## config.mk

```make
export PLATFORM = sky130hd
export DESIGN_NAME = pds_sequencer
export DESIGN_NICKNAME = d
export VERILOG_FILES = /design/src/rtl/pds_pkg.sv /design/src/rtl/pds_timer.sv /design/src/rtl/pds_pick.sv /design/src/rtl/pds_sequencer.sv
export SDC_FILE = /design/constraint.sdc
export NUM_CORES = 1
export LEC_CHECK = 0
export CAP_MARGIN = 20
export CORE_ASPECT_RATIO = 1.1
export CORE_UTILIZATION = 49
export DETAILED_ROUTE_END_ITERATION = 8
export PLACE_DENSITY_LB_ADDON = 0.08
export SETUP_SLACK_MARGIN = 0.3
export SKIP_LAST_GASP = 1
export SYNTH_ARGS = -nofsm -noshare
export SYNTH_HDL_FRONTEND = slang
export SYNTH_SLANG_ARGS = --single-unit
```

## constraint.sdc

```tcl
create_clock -name clk -period 4.94 [get_ports clk]
set_clock_uncertainty 0.2 [all_clocks]
set_input_delay 0.494 -clock clk [delete_from_list [all_inputs] [get_ports clk]]
set_output_delay 0.494 -clock clk [all_outputs]
set_load 0.05 [all_outputs]
```

## src/rtl/pds_pkg.sv

```systemverilog
package pds_pkg;

    typedef enum logic [3:0] {
        ST_IDLE,
        ST_OFF_CLK,
        ST_OFF_ISO,
        ST_OFF_RST,
        ST_OFF_ACK,
        ST_ON_ACK,
        ST_ON_RST,
        ST_ON_ISO,
        ST_ON_CLK
    } seq_state_e;

    localparam logic [1:0] WA_ON     = 2'd0;
    localparam logic [1:0] WA_OFF    = 2'd1;
    localparam logic [1:0] WA_ERRCLR = 2'd2;

    localparam logic [1:0] RA_ON   = 2'd0;
    localparam logic [1:0] RA_BUSY = 2'd1;
    localparam logic [1:0] RA_ERR  = 2'd2;
    localparam logic [1:0] RA_ACK  = 2'd3;

endpackage

```

## src/rtl/pds_timer.sv

```systemverilog
// Loadable down counter; load has priority over decrement, holds at zero.
module pds_timer #(
    parameter int W = 8
) (
    input  logic         clk,
    input  logic         rst_n,
    input  logic         load,
    input  logic [W-1:0] load_val,
    input  logic         dec,
    output logic         is_zero
);

    logic [W-1:0] cnt_q;

    always_ff @(posedge clk or negedge rst_n) begin
        if (!rst_n) begin
            cnt_q <= '0;
        end else if (load) begin
            cnt_q <= load_val;
        end else if (dec && (cnt_q != '0)) begin
            cnt_q <= cnt_q - 1'b1;
        end
    end

    assign is_zero = (cnt_q == '0);

    // a running count never wraps past zero
    a_r2_no_wrap: assert property (@(posedge clk) disable iff (!rst_n)
        ($past(cnt_q) == '0 && !$past(load)) |-> (cnt_q == '0));

endmodule

```

## src/rtl/pds_pick.sv

```systemverilog
// Lowest-index selector over the pending mask.
module pds_pick #(
    parameter int N  = 7,
    parameter int IW = 3
) (
    input  logic [N-1:0]  req,
    output logic          any,
    output logic [IW-1:0] idx
);

    always_comb begin
        any = |req;
        idx = '0;
        for (int k = N - 1; k >= 0; k--) begin
            if (req[k]) idx = IW'(k);
        end
    end

    // chosen index is pending and no lower index is pending
    always_comb begin
        if (any) begin
            a_r7_lowest_first: assert (req[idx] && ((req & ((N'(1) << idx) - N'(1))) == '0));
        end
    end

endmodule

```

## src/rtl/pds_sequencer.sv

```systemverilog
module pds_sequencer
    import pds_pkg::*;
#(
    parameter int NUM_DOM    = 7,
    parameter int CLK_MHZ    = 100,
    parameter int SETTLE_CYC = 5 * CLK_MHZ,
    parameter int POLL_CYC   = 1,
    parameter int OFF_POLLS  = 1000,
    parameter int ON_POLLS   = 10000
) (
    input  logic               clk,
    input  logic               rst_n,
    input  logic               wr_en,
    input  logic [1:0]         wr_addr,
    input  logic [NUM_DOM-1:0] wr_data,
    input  logic [1:0]         rd_addr,
    output logic [NUM_DOM-1:0] rd_data,
    input  logic [NUM_DOM-1:0] sw_ack,
    output logic [NUM_DOM-1:0] dom_clk_en,
    output logic [NUM_DOM-1:0] dom_iso_en,
    output logic [NUM_DOM-1:0] dom_rst_rel,
    output logic [NUM_DOM-1:0] dom_pwr_dn
);

    localparam int IW       = (NUM_DOM > 1) ? $clog2(NUM_DOM) : 1;
    localparam int STEP_MAX = (SETTLE_CYC > POLL_CYC) ? SETTLE_CYC : POLL_CYC;
    localparam int TW       = $clog2(STEP_MAX + 1);
    localparam int TRY_MAX  = (ON_POLLS > OFF_POLLS) ? ON_POLLS : OFF_POLLS;
    localparam int PW       = $clog2(TRY_MAX + 1);
    localparam logic [TW-1:0] SETTLE_LD = TW'(SETTLE_CYC - 1);
    localparam logic [TW-1:0] POLL_LD   = TW'(POLL_CYC - 1);
    localparam logic [PW-1:0] OFF_LD    = PW'(OFF_POLLS - 1);
    localparam logic [PW-1:0] ON_LD     = PW'(ON_POLLS - 1);

    seq_state_e         state_q, state_d;
    logic [IW-1:0]      sel_q, tgt;
    logic [NUM_DOM-1:0] want_q, pend_q, on_q, err_q;
    logic [NUM_DOM-1:0] clk_q, iso_q, rst_q, pd_q;
    logic [NUM_DOM-1:0] req_mask, clr_mask, pend_clr, err_set, active_vec;
    logic               pick_any, start, step_ld, step_zero, try_ld, try_dec, try_zero;
    logic               err_hit, on_done, sel_ack;
    logic [IW-1:0]      pick_idx;
    logic [TW-1:0]      step_val;
    logic [PW-1:0]      try_val;

    pds_pick #(.N(NUM_DOM), .IW(IW)) u_pick (
        .req (pend_q),
        .any (pick_any),
        .idx (pick_idx)
    );

    pds_timer #(.W(TW)) u_step (
        .clk      (clk),
        .rst_n    (rst_n),
        .load     (step_ld),
        .load_val (step_val),
        .dec      (1'b1),
        .is_zero  (step_zero)
    );

    pds_timer #(.W(PW)) u_tries (
        .clk      (clk),
        .rst_n    (rst_n),
        .load     (try_ld),
        .load_val (try_val),
        .dec      (try_dec),
        .is_zero  (try_zero)
    );

    assign sel_ack    = sw_ack[sel_q];
    assign tgt        = (state_q == ST_IDLE) ? pick_idx : sel_q;
    assign req_mask   = (wr_en && (wr_addr == WA_ON || wr_addr == WA_OFF)) ? wr_data : '0;
    assign clr_mask   = (wr_en && wr_addr == WA_ERRCLR) ? wr_data : '0;
    assign pend_clr   = start ? (NUM_DOM'(1) << pick_idx) : '0;
    assign err_set    = err_hit ? (NUM_DOM'(1) << sel_q) : '0;
    assign active_vec = (state_q != ST_IDLE) ? (NUM_DOM'(1) << sel_q) : '0;

    // Next state and step control
    always_comb begin
        state_d  = state_q;
        start    = 1'b0;
        step_ld  = 1'b0;
        step_val = SETTLE_LD;
        try_ld   = 1'b0;
        try_val  = OFF_LD;
        try_dec  = 1'b0;
        err_hit  = 1'b0;
        on_done  = 1'b0;
        unique case (state_q)
            ST_IDLE: begin
                if (pick_any) begin
                    start = 1'b1;
                    if (want_q[pick_idx] && !on_q[pick_idx]) begin
                        state_d  = ST_ON_ACK;
                        step_ld  = 1'b1;
                        step_val = POLL_LD;
                        try_ld   = 1'b1;
                        try_val  = ON_LD;
                    end else if (!want_q[pick_idx] && on_q[pick_idx]) begin
                        state_d = ST_OFF_CLK;
                        step_ld = 1'b1;
                    end
                end
            end
            ST_OFF_CLK: if (step_zero) begin state_d = ST_OFF_ISO; step_ld = 1'b1; end
            ST_OFF_ISO: if (step_zero) begin state_d = ST_OFF_RST; step_ld = 1'b1; end
            ST_OFF_RST: begin
                if (step_zero) begin
                    state_d  = ST_OFF_ACK;
                    step_ld  = 1'b1;
                    step_val = POLL_LD;
                    try_ld   = 1'b1;
                    try_val  = OFF_LD;
                end
            end
            ST_OFF_ACK: begin
                if (step_zero) begin
                    if (sel_ack) begin
                        state_d = ST_IDLE;
                    end else if (try_zero) begin
                        state_d = ST_IDLE;
                        err_hit = 1'b1;
                    end else begin
                        try_dec  = 1'b1;
                        step_ld  = 1'b1;
                        step_val = POLL_LD;
                    end
                end
            end
            ST_ON_ACK: begin
                if (step_zero) begin
                    if (!sel_ack) begin
                        state_d = ST_ON_RST;
                        step_ld = 1'b1;
                    end else if (try_zero) begin
                        state_d = ST_IDLE;
                        err_hit = 1'b1;
                    end else begin
                        try_dec  = 1'b1;
                        step_ld  = 1'b1;
                        step_val = POLL_LD;
                    end
                end
            end
            ST_ON_RST: if (step_zero) begin state_d = ST_ON_ISO; step_ld = 1'b1; end
            ST_ON_ISO: if (step_zero) begin state_d = ST_ON_CLK; step_ld = 1'b1; end
            ST_ON_CLK: if (step_zero) begin state_d = ST_IDLE; on_done = 1'b1; end
            default:   state_d = ST_IDLE;
        endcase
    end

    // State register
    always_ff @(posedge clk or negedge rst_n) begin
        if (!rst_n) begin
            state_q <= ST_IDLE;
            sel_q   <= '0;
        end else begin
            state_q <= state_d;
            if (start) sel_q <= pick_idx;
        end
    end

    // Domain outputs and bookkeeping words
    always_ff @(posedge clk or negedge rst_n) begin
        if (!rst_n) begin
            clk_q  <= '1;
            iso_q  <= '0;
            rst_q  <= '1;
            pd_q   <= '0;
            on_q   <= '1;
            want_q <= '1;
            pend_q <= '0;
            err_q  <= '0;
        end else begin
            pend_q <= (pend_q & ~pend_clr) | req_mask;
            err_q  <= (err_q & ~clr_mask) | err_set;
            if (wr_en && wr_addr == WA_ON)       want_q <= want_q | wr_data;
            else if (wr_en && wr_addr == WA_OFF) want_q <= want_q & ~wr_data;
            if (on_done) on_q[sel_q] <= 1'b1;
            if (state_d != state_q) begin
                case (state_d)
                    ST_OFF_CLK: begin clk_q[tgt] <= 1'b0; on_q[tgt] <= 1'b0; end
                    ST_OFF_ISO: iso_q[tgt] <= 1'b1;
                    ST_OFF_RST: rst_q[tgt] <= 1'b0;
                    ST_OFF_ACK: pd_q[tgt]  <= 1'b1;
                    ST_ON_ACK:  pd_q[tgt]  <= 1'b0;
                    ST_ON_RST:  rst_q[tgt] <= 1'b1;
                    ST_ON_ISO:  iso_q[tgt] <= 1'b0;
                    ST_ON_CLK:  clk_q[tgt] <= 1'b1;
                    default: ;
                endcase
            end
        end
    end

    assign dom_clk_en  = clk_q;
    assign dom_iso_en  = iso_q;
    assign dom_rst_rel = rst_q;
    assign dom_pwr_dn  = pd_q;

    always_comb begin
        unique case (rd_addr)
            RA_ON:   rd_data = on_q;
            RA_BUSY: rd_data = pend_q | active_vec;
            RA_ERR:  rd_data = err_q;
            RA_ACK:  rd_data = sw_ack;
            default: rd_data = '0;
        endcase
    end

    // at most one control bit of all domains moves per cycle
    a_r11_single_change: assert property (@(posedge clk) disable iff (!rst_n)
        ($countones(clk_q ^ $past(clk_q)) + $countones(iso_q ^ $past(iso_q))
         + $countones(rst_q ^ $past(rst_q)) + $countones(pd_q ^ $past(pd_q))) <= 1);

    for (genvar i = 0; i < NUM_DOM; i++) begin : g_chk
        // isolation only rises with the clock gated
        a_r2_iso_after_clk: assert property (@(posedge clk) disable iff (!rst_n)
            $rose(iso_q[i]) |-> !clk_q[i]);
        // power-down only requested with clock off, isolated, in reset
        a_r2_pd_last: assert property (@(posedge clk) disable iff (!rst_n)
            $rose(pd_q[i]) |-> (iso_q[i] && !rst_q[i] && !clk_q[i]));
        // reset only released with power on and acknowledge seen low
        a_r4_rst_after_ack: assert property (@(posedge clk) disable iff (!rst_n)
            $rose(rst_q[i]) |-> (!pd_q[i] && !$past(sw_ack[i])));
        // clock enabled last
        a_r4_clk_last: assert property (@(posedge clk) disable iff (!rst_n)
            $rose(clk_q[i]) |-> (!iso_q[i] && rst_q[i] && !pd_q[i]));
        // an error only appears at the end of an acknowledge wait
        a_r5_err_at_limit: assert property (@(posedge clk) disable iff (!rst_n)
            $rose(err_q[i]) |-> (($past(state_q) == ST_OFF_ACK || $past(state_q) == ST_ON_ACK)
                                 && $past(sel_q) == IW'(i)));
        // an error only clears on a write of 1 to its bit
        a_r9_err_w1c: assert property (@(posedge clk) disable iff (!rst_n)
            $fell(err_q[i]) |-> $past(wr_en && wr_addr == WA_ERRCLR && wr_data[i]));
    end

endmodule

```

==> metrics.txt, run 1 <==
outcome complete, no violations; syn_nets 539; Pleak 0.00228 uW; die area 0.0102 sq mm; Hold WS 0.282 ns; slowest CP cell o21bai_1; number of synthesized flops with an enable pin 0; grt ovf 0; Wirelength per Cell 18.2 um; count of warnings emitted by yosys 0; sw frac 0.246; Skew-Pair Late Insertion Delay 0.37 ns; Residual DRC 0; gr usage total 0.266; synthesized flop and latch total 86; arrival time at the worst endpoint 4.13 ns; Final min period 4.04 ns; FFs w/ async S/R, synth 1.00; RSZ-0062 raised after global routing false; Detailed Route WL 12500 um; sequential element share of the synthesized area 0.454; top-level I/O count 56; fin nets 592; PD cells 235 mW/mm^2; Worst setup EP type flop; Peak VDD IR 0.187 mV; CTS Hold Buffers Added 0; initial antenna violation count 0; Top FF cell, synth dfrtp_1; DR pass1 iterations 4; Routed Antenna Nets 0; most frequent CP cell a21oi_1; H-tree Lvls 3; final worst path period share 0.818; Initial Utilization 0.510; post-CTS resize count 0; slowest stage delay, CP 0.74 ns; CP cell instances nand2b_1 -> a21oi_1 -> o21bai_1 -> and2_1 -> a211oi_1 -> a311oi_1 -> a21oi_1 -> ha_1 -> a21oi_1 -> o2111ai_2 -> nor4_4 -> a31oi_1 -> a31oi_1; GPL Wtd Cong 0.885; die height 106 um; number of global-route vias before repair 4126; Max Transition Viols Final 0; Fin. Hold Viols 0; clock root cell clkbuf_8; Psw 331 uW; Setup Fix Bufs, Post-CTS 0; clock tree from TritonCTS built; site row count 37; critical path type reg2reg; crit-path leading delay family compound AO/OA/AOI/OAI gates; Int Pwr 1010 uW; vias per cell 6.03; syn_area_per_cell 9.40 sq um; synth unique cells 68; pin count of the biggest net entering global routing 87; worst path required time 5.03 ns; synthesis-to-layout area growth 19.1%; Buf/Inv on CP 0; Worst Hold Class reg2reg; final setup violation count 0; Sinks on Clock Net 86; PortBufs 55; total clock buffers created by CTS 9; critical path launch point type flop; worst-path fanout max 14; drt initial violations 201; relative slew slack 0.361; Combinational Power Share 0.071; synthesized area 0.00481 sq mm; final setup TNS 0 ns; global-route wire length before repair 20700 um; Max Fclk 247 MHz; n_diodes 0; share of cells above drive strength 1 0.137; Least-Margin Pin Slew 0.953 ns; CTS max path bufs 2; dpl hpwl 9060 um; Clk network pwr share 0.388; max-cap viol count 0; die width 96.5 um; Flop pwr share 0.542; synthesized instance count 512; clk slew on worst S/H paths 0.09 ns; via count 4144; core box area 0.00944 sq mm
-- path summary, 6_finish.rpt --
check	startpoint	end	slack [ns]	cells past startpoint
setup / recovery	pend_q[4]$_DFF_PN0_	flop	0.90	13
hold / removal	err_q[0]$_DFF_PN0_	err_q[0]$_DFF_PN0_	0.28	2
setup reg to reg	pend_q[4]$_DFF_PN0_	flop	0.90	13
hold reg to reg	err_q[0]$_DFF_PN0_	err_q[0]$_DFF_PN0_	0.28	2
max in group asynchronous	rst_n	asynchronous set/reset pin	3.49	3
min in group asynchronous	rst_n	u_tries.cnt_q[7]$_DFFE_PN0P_	0.38	2
-- routing by layer --
metal  vias to the layer above  global-route usage  wire length [um]
met5                         -                   0                 0
met1                      2030               0.362              5590
met3                        23              0.0529               633
met4                         0              0.0777               238
li1                       1976                   -                 -
met2                       115               0.429              6040
-- power groups by stage --
| stage | Sequential (uW) | Combinational [uW] | Clock, uW |
|---|---|---|---|
| 2_1_floorplan | 737 | 46.1 | 0 |
| 3_3_place_gp | 741 | 91.0 | 0 |
| 3_5_place_dp | 740 | 92.7 | 0 |
| 4_1_cts | 728 | 93.0 | 536 |
| 5_1_grt | 729 | 105 | 565 |
| 6_report | 728 | 95.1 | 521 |
-- tightest hold or removal path: cells and delay by family (launching register included) --
family / cells / cell delay (ns)
compound gates: 1 / 0.05
flops: 1 / 0.35
simple gates: 1 / 0.05
-- cells in the final DEF (no fill, tap or decap), types with 3 or more instances in the layout --
cell type        synthesis  layout
a21o_1                   8       8
o2111a_1                 4       4
mux2_1                   4       4
xor2_1                  11      11
buf_4                    0      11
xnor2_1                  8       8
mux2i_1                  8       8
nor2_1                  31      31
a22o_1                   4       4
o31ai_1                 10      10
nor2b_1                  5       5
nor3_1                   9       9
nor3b_1                  6       6
clkdlybuf4s50_1          0      54
a211oi_1                 4       4
nand3b_1                 4       4
o21ai_1                 12      12
o211ai_1                 4       4
or4_1                    3       3
nand4_1                  3       3
and2_1                   3       3
nand3_1                  7       7
nor4_1                   8       8
inv_1                   19      19
a21oi_1                 48      48
nand2_1                 73      73
dfrtp_1                 58      58
dfstp_2                 28      28
o21bai_1                 3       3
clkbuf_8                 0      10
mux4_2                   7       7
o41ai_1                  3       3
nand2b_1                 7       7
ha_1                     6       6
a31oi_1                 11      11
o22ai_1                  3       3
or3_1                    3       3
o21ai_0                 26      26
o21a_1                   3       3
-- layout make-up --
type / count / area, sq um
multi-input combinational: 381 / 2450
sequential: 86 / 2190
clock inverter: 6 / 68.8
inverter: 20 / 75.1
fill: 868 / 3710
tap: 117 / 146
clock buffer: 10 / 138
timing repair buffer: 67 / 661
-- cells by family after synthesis --
family	share of synthesized area
simple gates	0.186
xor+xnor	0.0346
buf+inv	0.0356
fa+ha+maj	0.0156
compound gates	0.210
flops	0.454
mux	0.0634
-- metrics by stage --
step,power [uW],instance area (sq um),setup WS (ns),cells,utilization
after floorplan,783,4810,1.20,512,-
after global placement,832,5490,1.11,669,0.581
after detailed placement,833,5490,0.979,669,0.581
after CTS,1360,5690,0.963,685,0.603
after global routing,1400,5730,0.420,687,0.607
final,1340,5730,0.898,687,0.607
-- synthesized netlist by cell type, types with 7 or more instances --
cell type	instances	area share
nor4_1	8	0.010
a21oi_1	48	0.050
o21ai_1	12	0.012
dfrtp_1	58	0.30
xor2_1	11	0.020
nand3_1	7	0.0073
nand2_1	73	0.057
nor2_1	31	0.024
clkbuf_1	21	0.016
o31ai_1	10	0.016
a31oi_1	11	0.014
mux2i_1	8	0.017
mux4_2	7	0.033
nor3_1	9	0.0094
xnor2_1	8	0.015
o21ai_0	26	0.027
inv_1	19	0.015
a21o_1	8	0.012
dfstp_2	28	0.15
nand2b_1	7	0.0091
No activity file was read; power rests on OpenSTA's default activity.
==> inputs of run 2 (changes only) <==
==> constraint.sdc (replaced) <==
create_clock -name clk -period 3.35 [get_ports clk]
set_clock_uncertainty 0.2 [all_clocks]
set_input_delay 0.335 -clock clk [delete_from_list [all_inputs] [get_ports clk]]
set_output_delay 0.335 -clock clk [all_outputs]
set_load 0.05 [all_outputs]
==> run 2 against run 1 <==
Against the previous run:
- total power increased by 54%
- worst hold slack got worse by 0.00081 ns
- final area up 14%
- sequential power increased by 47%
- combinational power rose by 57%
- fmax grew 27%
- die area unchanged
- sequential cell count is the same
- setup slack got worse by 0.74 ns
- via count up 8.1%
- first-iteration DRC count increased by 21%
- critical path depth increased by 1
==> metrics.txt, run 2 (synthesis gave the netlist of run 1 again) <==
Tot Pwr 2080 uW (was 1340 uW); GPL Wtd Cong 0.914 (was 0.885); critical path type reg2reg (unchanged); Combinational Power Share 0.072 (was 0.071); synthesis-to-layout area growth 36.2% (was 19.1%); n_diodes 0 (unchanged); H-tree Lvls 3 (unchanged); grt ovf 0 (unchanged); most frequent cells in the layout nand2_1 (71), buf_4 (70), dfrtp_1 (57), clkdlybuf4s50_1 (47), nor2_1 (29) (was nand2_1 (73), dfrtp_1 (58), clkdlybuf4s50_1 (54), a21oi_1 (48), nor2_1 (31)); vias per cell 6.00 (was 6.03); Max Fclk 313 MHz (was 247 MHz); Fin. Hold Viols 0 (unchanged); Int Pwr 1570 uW (was 1010 uW); Least-Margin Pin Slew 0.717 ns (was 0.953 ns); Pleak 0.00267 uW (was 0.00228 uW); Hold WS 0.281 ns (was 0.282 ns); top-level I/O count 56 (unchanged); clk slew on worst S/H paths 0.09 ns (about the same); Skew-Pair Late Insertion Delay 0.37 ns (about the same); CTS max path bufs 2 (unchanged); Routed Antenna Nets 0 (unchanged); DR pass1 iterations 4 (unchanged); fin nets 652 (was 592); Peak VDD IR 0.213 mV (was 0.187 mV); number of global-route vias before repair 4560 (was 4126); Detailed Route WL 14300 um (was 12500 um); Flop pwr share 0.518 (was 0.542); Final min period 3.19 ns (was 4.04 ns); arrival time at the worst endpoint 3.28 ns (was 4.13 ns); drt initial violations 243 (was 201); RSZ-0062 raised after global routing true (was false); core box area 0.00944 sq mm (unchanged); gr usage total 0.293 (was 0.266); dpl hpwl 9880 um (was 9060 um); critical path launch point type flop (unchanged); Psw 504 uW (was 331 uW); die height 106 um (unchanged); total clock buffers created by CTS 9 (unchanged); outcome complete, no violations (unchanged); Max Transition Viols Final 0 (unchanged); Worst setup EP type flop (unchanged); worst-path fanout max 7 (was 14); Initial Utilization 0.510 (unchanged); max-cap viol count 0 (unchanged); initial antenna violation count 0 (unchanged); worst path required time 3.44 ns (was 5.03 ns); Sinks on Clock Net 86 (unchanged); sw frac 0.243 (was 0.246); final setup violation count 0 (unchanged); clock tree from TritonCTS built (unchanged); relative slew slack 0.521 (was 0.361); commonest non-fill, non-tap cell in the layout nand2_1 (unchanged); site row count 37 (unchanged); share of cells above drive strength 1 0.319 (was 0.137); die area 0.0102 sq mm (unchanged); final worst path period share 0.953 (was 0.818); Residual DRC 0 (unchanged); Wirelength per Cell 19.1 um (was 18.2 um); Clk network pwr share 0.411 (was 0.388); die width 96.5 um (unchanged); via count 4481 (was 4144); PortBufs 55 (unchanged); clock root cell clkbuf_8 (unchanged); pin count of the biggest net entering global routing 83 (was 87); PD cells 316 mW/mm^2 (was 235 mW/mm^2); Worst Hold Class in2async (was reg2reg); global-route wire length before repair 22800 um (was 20700 um)
run 2: cell count changes in the layout (fill, tap and decap cells not counted), sizes merged:
cell / before / now
buf: 12 / 77
bufinv: 1 / 2
clkbuf: 10 / 12
clkdlybuf4s50: 54 / 47
clkinv: 3 / 2
clkinvlp: 0 / 1
inv: 22 / 21
run 2: through the flow:
| stage | setup TNS (ns) | std cells | setup WS, ns | utilization | cell area, sq um |
|---|---|---|---|---|---|
| 3_5_place_dp | -0.490 | 704 | -0.0837 | 0.616 | 5820 |
| 2_1_floorplan | 0 | 512 | 0.147 | - | 4910 |
| 4_1_cts | 0 | 739 | 0.208 | 0.677 | 6390 |
| 6_report | 0 | 747 | 0.157 | 0.694 | 6560 |
| 5_1_grt | 0 | 747 | 0.0209 | 0.694 | 6560 |
| 3_3_place_gp | 0 | 704 | 0.0872 | 0.616 | 5820 |
run 2: final timing paths:
kind                                     start                    endpoint  slack [ns]  depth (start not counted)
hold reg to reg             err_q[0]$_DFF_PN0_          err_q[0]$_DFF_PN0_        0.28                          2
hold / removal                           rst_n        sel_q[0]$_DFFE_PN0P_        0.28                          2
max in group asynchronous                rst_n  asynchronous set/reset pin        2.01                          3
setup reg to reg           pend_q[5]$_DFF_PN0_                        flop        0.16                         14
setup / recovery           pend_q[5]$_DFF_PN0_                        flop        0.16                         14
min in group clk            err_q[0]$_DFF_PN0_          err_q[0]$_DFF_PN0_        0.28                          2
run 2: timing repair:
| item | CTS | global route |
|---|---|---|
| gates cloned | 1 | 0 |
| pin swaps | 15 | 7 |
| buffers inserted | 17 | 7 |
| hold buffers | 1 | 0 |
| endpoints found under the setup margin | 42 | 45 |
| gates resized for setup | 42 | 25 |
| endpoints found under the hold margin | 58 | 0 |
run 2: critical path, stage by stage (launching register included):
cell	delay (ns)
dfrtp_2	0.46
nand2b_4	0.09
a21oi_4	0.06
o21bai_4	0.26
mux2_2	0.36
a22o_1	0.21
a21o_1	0.19
ha_2	0.17
o21ai_2	0.16
o221a_4	0.24
inv_6	0.06
nor4_4	0.26
buf_6	0.19
a31oi_4	0.08
a31oi_1	0.15
run 2: layout make-up:
type	instances	area, sq um
clock inverter	6	93.8
inverter	20	80.1
multi-input combinational	381	2760
timing repair buffer	127	1150
fill	767	2890
sequential	86	2190
clock buffer	10	138
tap	117	146
run 2: power by group through the flow:
stage / sequential, uW / combinational [uW] / clock (uW)
finish: 1070 / 149 / 852
global route: 1080 / 163 / 899
CTS: 1070 / 145 / 868
floorplan: 1090 / 69.7 / 0
global placement: 1090 / 139 / 0
detailed placement: 1090 / 141 / 0
run 2: routing by layer:
layer | part of all wire | wire length, um | up-vias | GRT usage
met5 | 0 | 0 | - | 0
met2 | 0.51 | 7230 | 110 | 0.488
met3 | 0.038 | 542 | 17 | 0.0479
met4 | 0.018 | 260 | 0 | 0.0998
met1 | 0.44 | 6220 | 2265 | 0.384
li1 | - | - | 2089 | -
==> inputs of run 3 (changes only) <==
--- a/config.mk
+++ b/config.mk
@@ -9,6 +9,7 @@
 export CORE_ASPECT_RATIO = 1.1
 export CORE_UTILIZATION = 49
 export DETAILED_ROUTE_END_ITERATION = 8
+export DONT_BUFFER_PORTS = 1
 export PLACE_DENSITY_LB_ADDON = 0.08
 export SETUP_SLACK_MARGIN = 0.3
 export SKIP_LAST_GASP = 1
==> run 3 against run 2 <==
Against the previous run:
- clock-buffer cell count stayed put
- via count down 6.6%
- global-route usage decreased by 1.3 points
- largest cell class unchanged
- sequential cell count is the same
- first-iteration DRC count fell by 12%
- final cell count fell by 7.9%
==> metrics.txt, run 3 (synthesis gave the netlist of run 1 again) <==
Fin. Hold Viols 0 (unchanged); arrival time at the worst endpoint 3.29 ns (was 3.28 ns); initial antenna violation count 0 (unchanged); H-tree Lvls 3 (unchanged); core box area 0.00944 sq mm (unchanged); Peak VDD IR 0.217 mV (was 0.213 mV); via count 4185 (was 4481); Worst Hold Class in2reg (was in2async); Flop pwr share 0.523 (was 0.518); CTS max path bufs 2 (unchanged); Int Pwr 1560 uW (was 1570 uW); critical path type reg2reg (unchanged); Initial Utilization 0.510 (unchanged); clock root cell clkbuf_8 (unchanged); Max Fclk 313 MHz (about the same); share of cells above drive strength 1 0.291 (was 0.319); grt ovf 0 (unchanged); worst path required time 3.44 ns (about the same); vias per cell 6.08 (was 6.00); dpl hpwl 9410 um (was 9880 um); die height 106 um (unchanged); site row count 37 (unchanged); Max Transition Viols Final 0 (unchanged); outcome complete, no violations (unchanged); commonest non-fill, non-tap cell in the layout nand2_1 (unchanged); max-cap viol count 0 (unchanged); Final min period 3.19 ns (about the same); gr usage total 0.281 (was 0.293); relative slew slack 0.543 (was 0.521); Wirelength per Cell 19.2 um (was 19.1 um); drt initial violations 213 (was 243); worst-path fanout max 8 (was 7); number of global-route vias before repair 4292 (was 4560); Hold WS 0.0926 ns (was 0.281 ns); n_diodes 0 (unchanged); DR pass1 iterations 4 (unchanged); clk slew on worst S/H paths 0.10 ns (was 0.09 ns); die width 96.5 um (unchanged); fin nets 593 (was 652); PD cells 348 mW/mm^2 (was 316 mW/mm^2); most frequent cells in the layout nand2_1 (72), dfrtp_1 (53), buf_4 (52), a21oi_1 (39), dfstp_2 (28) (was nand2_1 (71), buf_4 (70), dfrtp_1 (57), clkdlybuf4s50_1 (47), nor2_1 (29)); Sinks on Clock Net 86 (unchanged); Residual DRC 0 (unchanged); RSZ-0062 raised after global routing true (unchanged); final worst path period share 0.953 (about the same); synthesis-to-layout area growth 22.5% (was 36.2%); final setup violation count 0 (unchanged); Detailed Route WL 13200 um (was 14300 um); GPL Wtd Cong 0.963 (was 0.914); Skew-Pair Late Insertion Delay 0.37 ns (about the same); Worst setup EP type flop (unchanged); total clock buffers created by CTS 9 (unchanged); critical path launch point type flop (unchanged); final setup TNS 0 ns (unchanged); Least-Margin Pin Slew 0.684 ns (was 0.717 ns); Clk network pwr share 0.418 (was 0.411); Routed Antenna Nets 0 (unchanged); PortBufs 0 (was 55); Combinational Power Share 0.060 (was 0.072); Pleak 0.00241 uW (was 0.00267 uW); Psw 497 uW (was 504 uW); top-level I/O count 56 (unchanged); sw frac 0.242 (was 0.243); clock tree from TritonCTS built (unchanged); global-route wire length before repair 21600 um (was 22800 um); die area 0.0102 sq mm (unchanged); pin count of the biggest net entering global routing 87 (was 83); # fillers 820 (was 767)
[run 3: repair_timing]
action	CTS	global route
setup endpoints to repair	45	59
endpoints found under the hold margin	107	0
cloned	0	0
setup buffers	9	6
gates resized for setup	30	14
pin swaps	16	11
hold buffers	11	0
[run 3: worst paths after layout]
check                                    startpoint                            to  slack, ns  cells past startpoint
max in group asynchronous                     rst_n    asynchronous set/reset pin       2.26                      2
min in group asynchronous                     rst_n  u_tries.cnt_q[9]$_DFFE_PN0P_       0.32                      2
worst max register to register  pend_q[4]$_DFF_PN0_                          flop       0.16                     16
worst min register to register   err_q[0]$_DFF_PN0_            err_q[0]$_DFF_PN0_       0.28                      2
worst min-delay path                     wr_addr[0]            err_q[4]$_DFF_PN0_       0.09                      4
worst max-delay path            pend_q[4]$_DFF_PN0_                          flop       0.16                     16
[run 3: critical path: stages (launching register included)]
cell      delay (ns)
dfrtp_1         0.39
nand2b_4        0.15
a21oi_4         0.20
o21bai_4        0.15
and2_4          0.16
a211oi_2        0.18
a311oi_2        0.06
buf_4           0.15
a21o_1          0.18
ha_2            0.20
o21ai_2         0.12
o221a_4         0.22
inv_4           0.06
nor4_4          0.28
buf_4           0.18
a31oi_1         0.07
a31oi_1         0.16
[run 3: cell type report]
cell class,instances,area [sq um],area share
clock buffer,10,138,0.0233
clock inverter,6,91.3,0.0155
inverter,20,77.6,0.0132
multi-input combinational,381,2670,0.452
sequential,86,2190,0.372
tap,117,146,0.0248
timing repair buffer,68,583,0.0989
[run 3: power groups by stage]
stage          Clock (uW)  Combinational [uW]  Sequential, uW
4_1_cts               868                 122            1070
2_1_floorplan           0                69.7            1090
3_3_place_gp            0                77.6            1090
5_1_grt               902                 135            1070
3_5_place_dp            0                80.0            1090
6_report              858                 123            1070
[run 3: per-stage QoR]
stage          instances  utilization  worst slack, ns  cell area, sq um  total power (uW)
5_1_grt              688        0.624           0.0221              5900              2110
4_1_cts              682        0.614            0.177              5800              2060
3_5_place_dp         646        0.557          -0.0845              5260              1170
2_1_floorplan        512            -            0.147              4910              1160
3_3_place_gp         646        0.557           0.0519              5260              1170
6_report             688        0.624            0.157              5900              2050
[run 3: layer usage]
layer / vias up / wire length, um / GRT usage
met5: - / 0 / 0
met4: 0 / 406 / 0.126
met3: 31 / 627 / 0.0579
met2: 105 / 6440 / 0.442
met1: 2076 / 5740 / 0.369
li1: 1973 / - / -
